==> src/rtl/mbd_pkg.sv <==
// Shared widths and the decode-space type for the shared-bus slave decoder.
// Assumes the address/code split leaves exactly ID_W-1 low code bits for the
// array-chip select, and that page low bits fill the external address.
package mbd_pkg;
    parameter int ADDR_W  = 28;
    parameter int DATA_W  = 32;
    parameter int ID_W    = 3;
    parameter int PAGE_W  = 8;
    parameter int INT_W   = 24;
    parameter int EXT_W   = 32;

    localparam int CODE_W    = ADDR_W - INT_W;
    localparam int ARR_SEL_W = ID_W - 1;
    localparam int PAGE_LO_W = EXT_W - (ADDR_W - 1);

    typedef enum logic [1:0] {
        SPACE_NONE = 2'd0,
        SPACE_INT  = 2'd1,
        SPACE_EXT  = 2'd2
    } space_e;
endpackage

==> src/rtl/mbd_space_decode.sv <==
// Combinational classifier: given a captured address, chip id and page,
// decides internal / external / none and forms both target addresses.
// Assumes CODE_W - 2 == ARR_SEL_W (array-chip codes are 01 followed by id bits).
module mbd_space_decode
    import mbd_pkg::*;
#(
    parameter logic [ID_W-1:0]   LINK_ID   = 3'b100,
    parameter logic [CODE_W-1:0] LINK_CODE = 4'b0001
) (
    input  logic [ADDR_W-1:0] addr,
    input  logic [ID_W-1:0]   chip_id,
    input  logic [PAGE_W-1:0] page,
    output space_e            space,
    output logic [INT_W-1:0]  int_addr,
    output logic [EXT_W-1:0]  ext_addr
);
    logic [CODE_W-1:0] code;
    logic              ext_space;
    logic              link_hit;
    logic              array_hit;
    logic              ext_hit;

    // Split the address into space bit and chip code field.
    always_comb begin
        code      = addr[ADDR_W-1 -: CODE_W];
        ext_space = addr[ADDR_W-1];
    end

    // Evaluate the three match rules.
    always_comb begin
        link_hit  = (chip_id == LINK_ID) && (code == LINK_CODE);
        array_hit = !chip_id[ID_W-1]
                    && (code[CODE_W-1 -: 2] == 2'b01)
                    && (code[ARR_SEL_W-1:0] == chip_id[ARR_SEL_W-1:0]);
        ext_hit   = ext_space && (page[PAGE_W-1 -: ID_W] == chip_id);
    end

    // Pick the space; internal rules only apply with the space bit clear.
    always_comb begin
        if (ext_hit)
            space = SPACE_EXT;
        else if (!ext_space && (link_hit || array_hit))
            space = SPACE_INT;
        else
            space = SPACE_NONE;
    end

    // Form the target addresses.
    always_comb begin
        int_addr = addr[INT_W-1:0];
        ext_addr = {page[PAGE_LO_W-1:0], addr[ADDR_W-2:0]};
    end
endmodule

==> src/rtl/mbd_addr_latch.sv <==
// Holds the decode result of the most recent address phase.
// Loads on ale; otherwise holds. Miss is only reported once an address
// phase has been seen since reset.
module mbd_addr_latch
    import mbd_pkg::*;
(
    input  logic             clk,
    input  logic             rst_n,
    input  logic             ale,
    input  space_e           space_d,
    input  logic [INT_W-1:0] int_addr_d,
    input  logic [EXT_W-1:0] ext_addr_d,
    output space_e           space_q,
    output logic [INT_W-1:0] int_addr_q,
    output logic [EXT_W-1:0] ext_addr_q,
    output logic             miss_q
);
    logic seen_q;

    // Capture decode on the address strobe, hold otherwise.
    always_ff @(posedge clk) begin
        if (!rst_n) begin
            space_q    <= SPACE_NONE;
            int_addr_q <= '0;
            ext_addr_q <= '0;
            seen_q     <= 1'b0;
        end else if (ale) begin
            space_q    <= space_d;
            int_addr_q <= int_addr_d;
            ext_addr_q <= ext_addr_d;
            seen_q     <= 1'b1;
        end
    end

    // Miss flag: an address phase happened and matched nothing.
    always_comb miss_q = seen_q && (space_q == SPACE_NONE);


    hold_decode_chk: assert property (@(posedge clk) disable iff (!rst_n)
        !ale |=> ($stable(space_q) && $stable(int_addr_q) && $stable(ext_addr_q)));
endmodule

==> src/rtl/mbd_err_counter.sv <==
// Saturating counter of missed address phases.
// Assumes inc is a single-cycle pulse per address phase.
module mbd_err_counter #(
    parameter int W = 8
) (
    input  logic         clk,
    input  logic         rst_n,
    input  logic         inc,
    output logic [W-1:0] count
);
    localparam logic [W-1:0] MAX = '1;

    // Count up on each miss, stopping at the top value.
    always_ff @(posedge clk) begin
        if (!rst_n)
            count <= '0;
        else if (inc && (count != MAX))
            count <= count + 1'b1;
    end


    err_step_chk: assert property (@(posedge clk) disable iff (!rst_n)
        (inc && (count != MAX)) |=> (count == $past(count) + 1'b1));


    err_sat_chk: assert property (@(posedge clk) disable iff (!rst_n)
        (count == MAX) |=> (count == MAX));
endmodule

==> src/rtl/mbd_slave.sv <==
// Shared address/data bus slave: captures the address phase, classifies it
// against this chip's id and the page value, and steers data-phase strobes
// and read data to the selected space. Assumes ale and data strobes never
// coincide and that chip_id is static in normal use.
module mbd_slave
    import mbd_pkg::*;
#(
    parameter int                ERR_W     = 8,
    parameter logic [ID_W-1:0]   LINK_ID   = 3'b100,
    parameter logic [CODE_W-1:0] LINK_CODE = 4'b0001
) (
    input  logic              clk,
    input  logic              rst_n,
    input  logic [ID_W-1:0]   chip_id,
    input  logic [PAGE_W-1:0] page,
    input  logic              ale,
    input  logic              rd_stb,
    input  logic              wr_stb,
    input  logic [DATA_W-1:0] bus_in,
    output logic [DATA_W-1:0] bus_out,
    output logic              bus_oe,
    output logic [INT_W-1:0]  int_addr,
    output logic              int_sel,
    output logic              int_wr,
    output logic              int_rd,
    input  logic [DATA_W-1:0] int_rdata,
    output logic [EXT_W-1:0]  ext_addr,
    output logic              ext_sel,
    output logic              ext_wr,
    output logic              ext_rd,
    input  logic [DATA_W-1:0] ext_rdata,
    output logic [DATA_W-1:0] wdata,
    output logic              miss,
    output logic [ERR_W-1:0]  err_count
);
    space_e           space_d;
    space_e           space_q;
    logic [INT_W-1:0] int_addr_d;
    logic [EXT_W-1:0] ext_addr_d;
    logic             err_inc;

    mbd_space_decode #(
        .LINK_ID   (LINK_ID),
        .LINK_CODE (LINK_CODE)
    ) u_decode (
        .addr     (bus_in[ADDR_W-1:0]),
        .chip_id  (chip_id),
        .page     (page),
        .space    (space_d),
        .int_addr (int_addr_d),
        .ext_addr (ext_addr_d)
    );

    mbd_addr_latch u_latch (
        .clk        (clk),
        .rst_n      (rst_n),
        .ale        (ale),
        .space_d    (space_d),
        .int_addr_d (int_addr_d),
        .ext_addr_d (ext_addr_d),
        .space_q    (space_q),
        .int_addr_q (int_addr),
        .ext_addr_q (ext_addr),
        .miss_q     (miss)
    );

    // One error per address phase that matches no space.
    always_comb err_inc = ale && (space_d == SPACE_NONE);

    mbd_err_counter #(
        .W (ERR_W)
    ) u_err (
        .clk   (clk),
        .rst_n (rst_n),
        .inc   (err_inc),
        .count (err_count)
    );

    // Space selects from the held decode.
    always_comb begin
        int_sel = (space_q == SPACE_INT);
        ext_sel = (space_q == SPACE_EXT);
    end

    // Steer data-phase strobes to the selected space only.
    always_comb begin
        int_wr = wr_stb && int_sel;
        ext_wr = wr_stb && ext_sel;
        int_rd = rd_stb && int_sel;
        ext_rd = rd_stb && ext_sel;
        wdata  = bus_in;
    end

    // Return read data from the selected space; drive nothing on a miss.
    always_comb begin
        bus_oe  = int_rd || ext_rd;
        bus_out = '0;
        if (int_rd)
            bus_out = int_rdata;
        else if (ext_rd)
            bus_out = ext_rdata;
    end


    miss_excl_chk: assert property (@(posedge clk) disable iff (!rst_n)
        miss |-> (!int_sel && !ext_sel));


    wr_onehot_chk: assert property (@(posedge clk) disable iff (!rst_n)
        $onehot0({int_wr, ext_wr}) && ((int_wr || ext_wr) -> wr_stb));


    rd_drive_chk: assert property (@(posedge clk) disable iff (!rst_n)
        bus_oe |-> (rd_stb && !miss));
endmodule

==> config.mk <==
export PLATFORM = sky130hd
export DESIGN_NAME = mbd_slave
export DESIGN_NICKNAME = d
export VERILOG_FILES = /design/src/rtl/mbd_pkg.sv /design/src/rtl/mbd_space_decode.sv /design/src/rtl/mbd_addr_latch.sv /design/src/rtl/mbd_err_counter.sv /design/src/rtl/mbd_slave.sv
export SDC_FILE = /design/constraint.sdc
export NUM_CORES = 1
export LEC_CHECK = 0
export ABC_AREA = 1
export BUFFER_PORTS_ARGS = -buffer_cell sky130_fd_sc_hd__buf_2
export CORE_AREA = 2 2 95 97
export CTS_CLUSTER_SIZE = 30
export DETAILED_ROUTE_END_ITERATION = 7
export DIE_AREA = 0 0 97 99
export HOLD_SLACK_MARGIN = 0.15
export PLACE_DENSITY = 0.7
export SYNTH_ARGS = -nofsm -noshare
export SYNTH_HDL_FRONTEND = slang
export SYNTH_SLANG_ARGS = --single-unit
==> constraint.sdc <==
create_clock -name clk -period 1.5 [get_ports clk]
set_input_delay 0.075 -clock clk [delete_from_list [all_inputs] [get_ports clk]]
set_output_delay 0.075 -clock clk [all_outputs]
set_load 0.01 [all_outputs]
; ---- Word level (Yosys, flattened, before mapping)
; Index checks and enable logic that the tools add are counted.
[classes]
n_addsub = 1
mul = 0
n_div = 0
n_lt_le_gt_ge = 0
n_eq_ne = 8
shift = 0
n_mux = 4
n_bitwise = 0
n_reduce_logical = 18
[ops]
columns = op, count
row1 = $mux 32, 2
row2 = $logic_and 1x1->1, 12
row3 = $add 8x1->8 const B, 1
row4 = $ne 8x8->1 const B, 1
row5 = $eq 2x1->1 const B, 2
row6 = $eq 4x1->1 const B, 1
row7 = $logic_not 2->1, 2
row8 = $eq 3x3->1, 1
row9 = $eq 3x3->1 const B, 1
row10 = $eq 2x2->1, 1
row11 = $eq 2x2->1 const B, 1
row12 = $logic_not 1->1, 2
row13 = $logic_or 1x1->1, 2
row14 = $mux 2, 1
row15 = $mux 1, 1
[totals]
reg_bits = 67
latchBits = 0
mem_bits_rw = 0
romBits = 0
elab_cells = 36
memories = 0

; ---- Depth between registers and ports, before layout
[depth]
ltp_word = 10
mapped_depth = 11

; ---- By module
; Synthesis repeated with hierarchy kept, for this count alone.
[unflattened]
cells_unflattened = 696
area_unflattened_um2 = 4491.8
[by_module_without_submodules]
columns = mod, instances, cells_per_inst, area_each_um2
row1 = mbd_addr_latch, 1, 371, 2421.1
row2 = mbd_slave, 1, 162, 1019.7
row3 = mbd_space_decode, 1, 87, 554.3
row4 = mbd_err_counter, 1, 76, 496.7

; ---- Least setup slack after synthesis
; OpenSTA, ideal clock, no wires.
[synth_timing]
kind = register to register
startpoint = reg u_err.count[0]
endpoint = reg u_err.count[5]
setup_ns = 0.109
t_arrival_ns = 1.231
required_time_ns = 1.391
setup_slack_ns = 0.160
stages_incl_launch_ff = 11
n_path_buf = 0
period_less_slack_ns = 1.340
cell_sequence = dfxtp_1 > ha_1 > nand2_1 > nor2_2 > nand2_2 > nand2_1 > inv_1 > nand3_2 > nand2_2 > inv_2 > nor2_2
[synth_between]
elab_chain_cells = 2
word_cells_on_any_way = 3
[synth_lines]
columns = element, line
row1 = start: declaration, mbd_err_counter.sv:9  ; output logic [W-1:0] count
row2 = start signal: assignment, mbd_err_counter.sv:18  ; count <= count + 1'b1;
row3 = "parallel branches: the longest is 2 deep, another holds $add 8x1->8", -
; Parallel ways; which one is timed is not known.
; A chain may end at the register's enable or synchronous reset.

; ---- Worst setup path after layout
[layout_timing]
startpoint = reg u_latch.space_q[1]
endpoint = out bus_out[7]
[layout_between]
elab_chain_cells = 4
word_cells_on_any_way = 6
[layout_lines]
columns = element, line
row1 = start: declaration, mbd_addr_latch.sv:13  ; output space_e space_q,
row2 = start signal: assignment, mbd_addr_latch.sv:28  ; space_q <= space_d;
row3 = $eq 2x2->1, mbd_slave.sv:82  ; ext_sel = (space_q == SPACE_EXT);
row4 = $logic_and 1x1->1, mbd_slave.sv:90  ; ext_rd = rd_stb && ext_sel;
row5 = $mux 32, mbd_slave.sv:100  ; else if (ext_rd)
row6 = $mux 32 *, mbd_slave.sv:98  ; if (int_rd)
row7 = end: declaration, mbd_slave.sv:20  ; output logic [DATA_W-1:0] bus_out,
; Every way passes the cells marked *; elsewhere a longest branch is shown, timed or not.

==> flow_metrics.tcl <==
set metrics [dict create \
    ys_seq_area_frac 0.3206 \
    dr.first_iter.drc_count 86 \
    met3_length_um 773 \
    synth_area_leaders "dfxtp_1 (32%), buf_4 (17%), nor2_1 (10%), a22o_1 (10%), o21ai_0 (6.2%)" \
    top_layer "met4" \
    synthFlopType "dfxtp_1" \
    arrival_ps 1450 \
    detail_route.wl_per_cell_um 14.09 \
    fin_crit_ps 1524 \
    status "complete, but fails checks" \
    dr_total_vias 3269 \
    r2r_cells 8 \
    cts_sinks 43 \
    wl_met2_um 5120 \
    port_buffers 239 \
    synth_top_area_share 0.3206 \
    slew_headroom 0.7554 \
    ys_seq_elements 43 \
    final-max-slew-violation-count 0 \
    maxCapViolCount 0 \
    core_um2 8551 \
    synth.most_common_cell "nor2_1" \
    rsz0062_at_grt "yes" \
    finalCritPeriodShare 1.016 \
    placed_area_um2 3563 \
    syn_area_um2 2685 \
    post-dp-hpwl_um 6546 \
    first_pass_iters 4 \
    yosysTopAreaCell "dfxtp_1" \
    grt_max_degree 36 \
    fin_area_um2 4189 \
    fin_cells 692 \
    place.gp.congestion 0.8220 \
    cts_buffer_depth 2 \
    violations "negative setup slack" \
    crit_type "flop to primary output" \
    initial_core_util 0.3140 \
    grt_pass1_wl_um 14310 \
    final_antenna_net_count 0 \
    hp-class "primary input to primary output" \
    hold_viol_final 0 \
    cts_buffers 5 \
    path_max_fanout 8 \
    fp.dieW_um 97 \
    tightest_slew_ps 366.9 \
    hold_depth 0 \
    die_h_um 99 \
    wl_met1_um 3561 \
    std_cell_rows 34 \
    n_antenna_cell 0 \
    setup_violations 19 \
    htree_levels 2 \
    clock.fmax_ghz 0.6562 \
    avgSynthCellArea_um2 7.296 \
    place_ws_ps 91.09 \
    cp_data_required_time_ps 1420 \
    yosysWarnings 0 \
    end_kind "primary output" \
    seq_area_um2 869.6 \
    clk_pin_slew_worst_paths_ps 80 \
    synth-edff-count 0 \
    io-pin-count 248 \
    p_total_mw 3.239 \
    whs_ps 150.1 \
    multiInputGateArea_um2 1194 \
    grt_overflow 0 \
    syn_inst 368 \
    grt_pass1_vias 3073 \
    setup_ws_ps -23.89 \
    die_area_um2 9603 \
    area_growth_pct 56.01 \
    startpoint_type "flop" \
    cellPowerDensity_nw_per_um2 773.2 \
    fin_worst_skew_ps 0.6242 \
    ir_worst_vdd_v 0.0004714 \
    cts_tree "built" \
    synth_fp_nets 481 \
    finalNetCount 696 \
    clk_latency_ps 290 \
    p_leak_nw 2.323 \
    wl_um 9750 \
    drive_gt1_frac 0.5068 \
    fillers 818 \
    drc_errors 0 \
    ys_types 26 \
    antenna_found_initial 0 \
    cts_root_buf "clkbuf_8" \
    via_per_inst 4.724 \
    grtUsageTotal 0.1784 \
    yosys-top-cells-count "nor2_1 (75), buf_4 (62), dfxtp_1 (43)" \
    synthArstFlopShare 0 \
    placed_cells 646 \
]
routing by layer:
metal,vias up,track usage
met3,21,0.04113
met1,1489,0.1879
met2,195,0.3440
li1,1564,-
met5,-,0
met4,0,0.06609
through the flow:
step	setup TNS (ps)	utilization
floorplan	0	-
global placement	0	0.4167
detailed placement	0	0.4167
CTS	-113.1	0.4710
global route	-2742	0.4899
finish	-263.8	0.4899
power breakdown:
group	internal, mW	total (mW)	switching [mW]	leakage (nW)
clock network	0.664	1.09	0.421	0.0644
registers	1.22	1.28	0.0595	0.358
logic	0.423	0.876	0.453	1.90
critical path: stages (launching register included):
cell and delay (ps):
dfxtp_4 370, inv_4 70, nor2_4 30, nand2_2 90
clkinv_4 90, clkbuf_16 170, a22o_1 190, buf_2 130
placed cells by master, fill, tap and decap left out:
master	instances
inv_2	4
xor2_1	2
inv_4	3
a211oi_2	1
a21oi_2	1
buf_12	3
a22o_1	32
inv_1	24
clkbuf_16	4
bufinv_16	2
dlygate4sd3_1	32
dfxtp_2	1
nand3_4	1
nand3_2	4
nor3_1	4
o21ai_0	33
buf_2	239
nand3_1	2
ha_1	1
buf_4	3
nand2_2	6
a21oi_1	6
dfxtp_1	40
nand4_1	6
nor2_2	9
buf_6	2
nand2_1	30
dfxtp_4	2
xnor2_1	1
nor2_1	75
clkinv_4	1
clkbuf_8	5
nor2_4	4
clkinvlp_4	1
registers in the layout, summed over array words and instances, names as in the netlist:
signal,flops
u_latch.ext_addr_q,32
u_err.count,8
u_latch.seen_q,1
u_latch.space_q,2
timing repair:
item / in CTS / in global routing
buffers inserted: 0 / 0
cloned: 0 / 6
gates resized for setup: 4 / 11
endpoints found under the setup margin: 32 / 38
hold endpoints to repair: 32 / 0
pin swaps: 0 / 10
hold buffers: 32 / 0
area by class of cell:
class / count / area share
Timing Repair Buffer: 283 / 0.4110
Clock inverter: 3 / 0.01613
Tap cell: 108 / 0.03226
Inverter: 32 / 0.03166
Multi-Input combinational cell: 218 / 0.2849
Sequential cell: 43 / 0.2076
Clock buffer: 5 / 0.01643
final timing paths:
kind,start,slack [ps],end
worst max-delay path,u_latch.space_q[1]$_SDFFE_PN0P_,-20,bus_out[7]
worst min-delay path,bus_in[31],150,wdata[31]
worst max register to register,u_err.count[1]$_SDFFE_PN0P_,110,u_err.count[0]$_SDFFE_PN0P_
worst min register to register,u_latch.seen_q$_SDFFE_PN0P_,460,u_latch.seen_q$_SDFFE_PN0P_
cell families (layout without fill, tap and decap cells):
family	after synthesis	after routing	share of synthesized area
xor+xnor	3	3	0.009787
flops	43	43	0.3206
fa+ha+maj	1	1	0.004659
buf+inv	107	323	0.2451
compound gates	73	73	0.1850
simple gates	141	141	0.2349
Power figures use the tool's default switching activity.
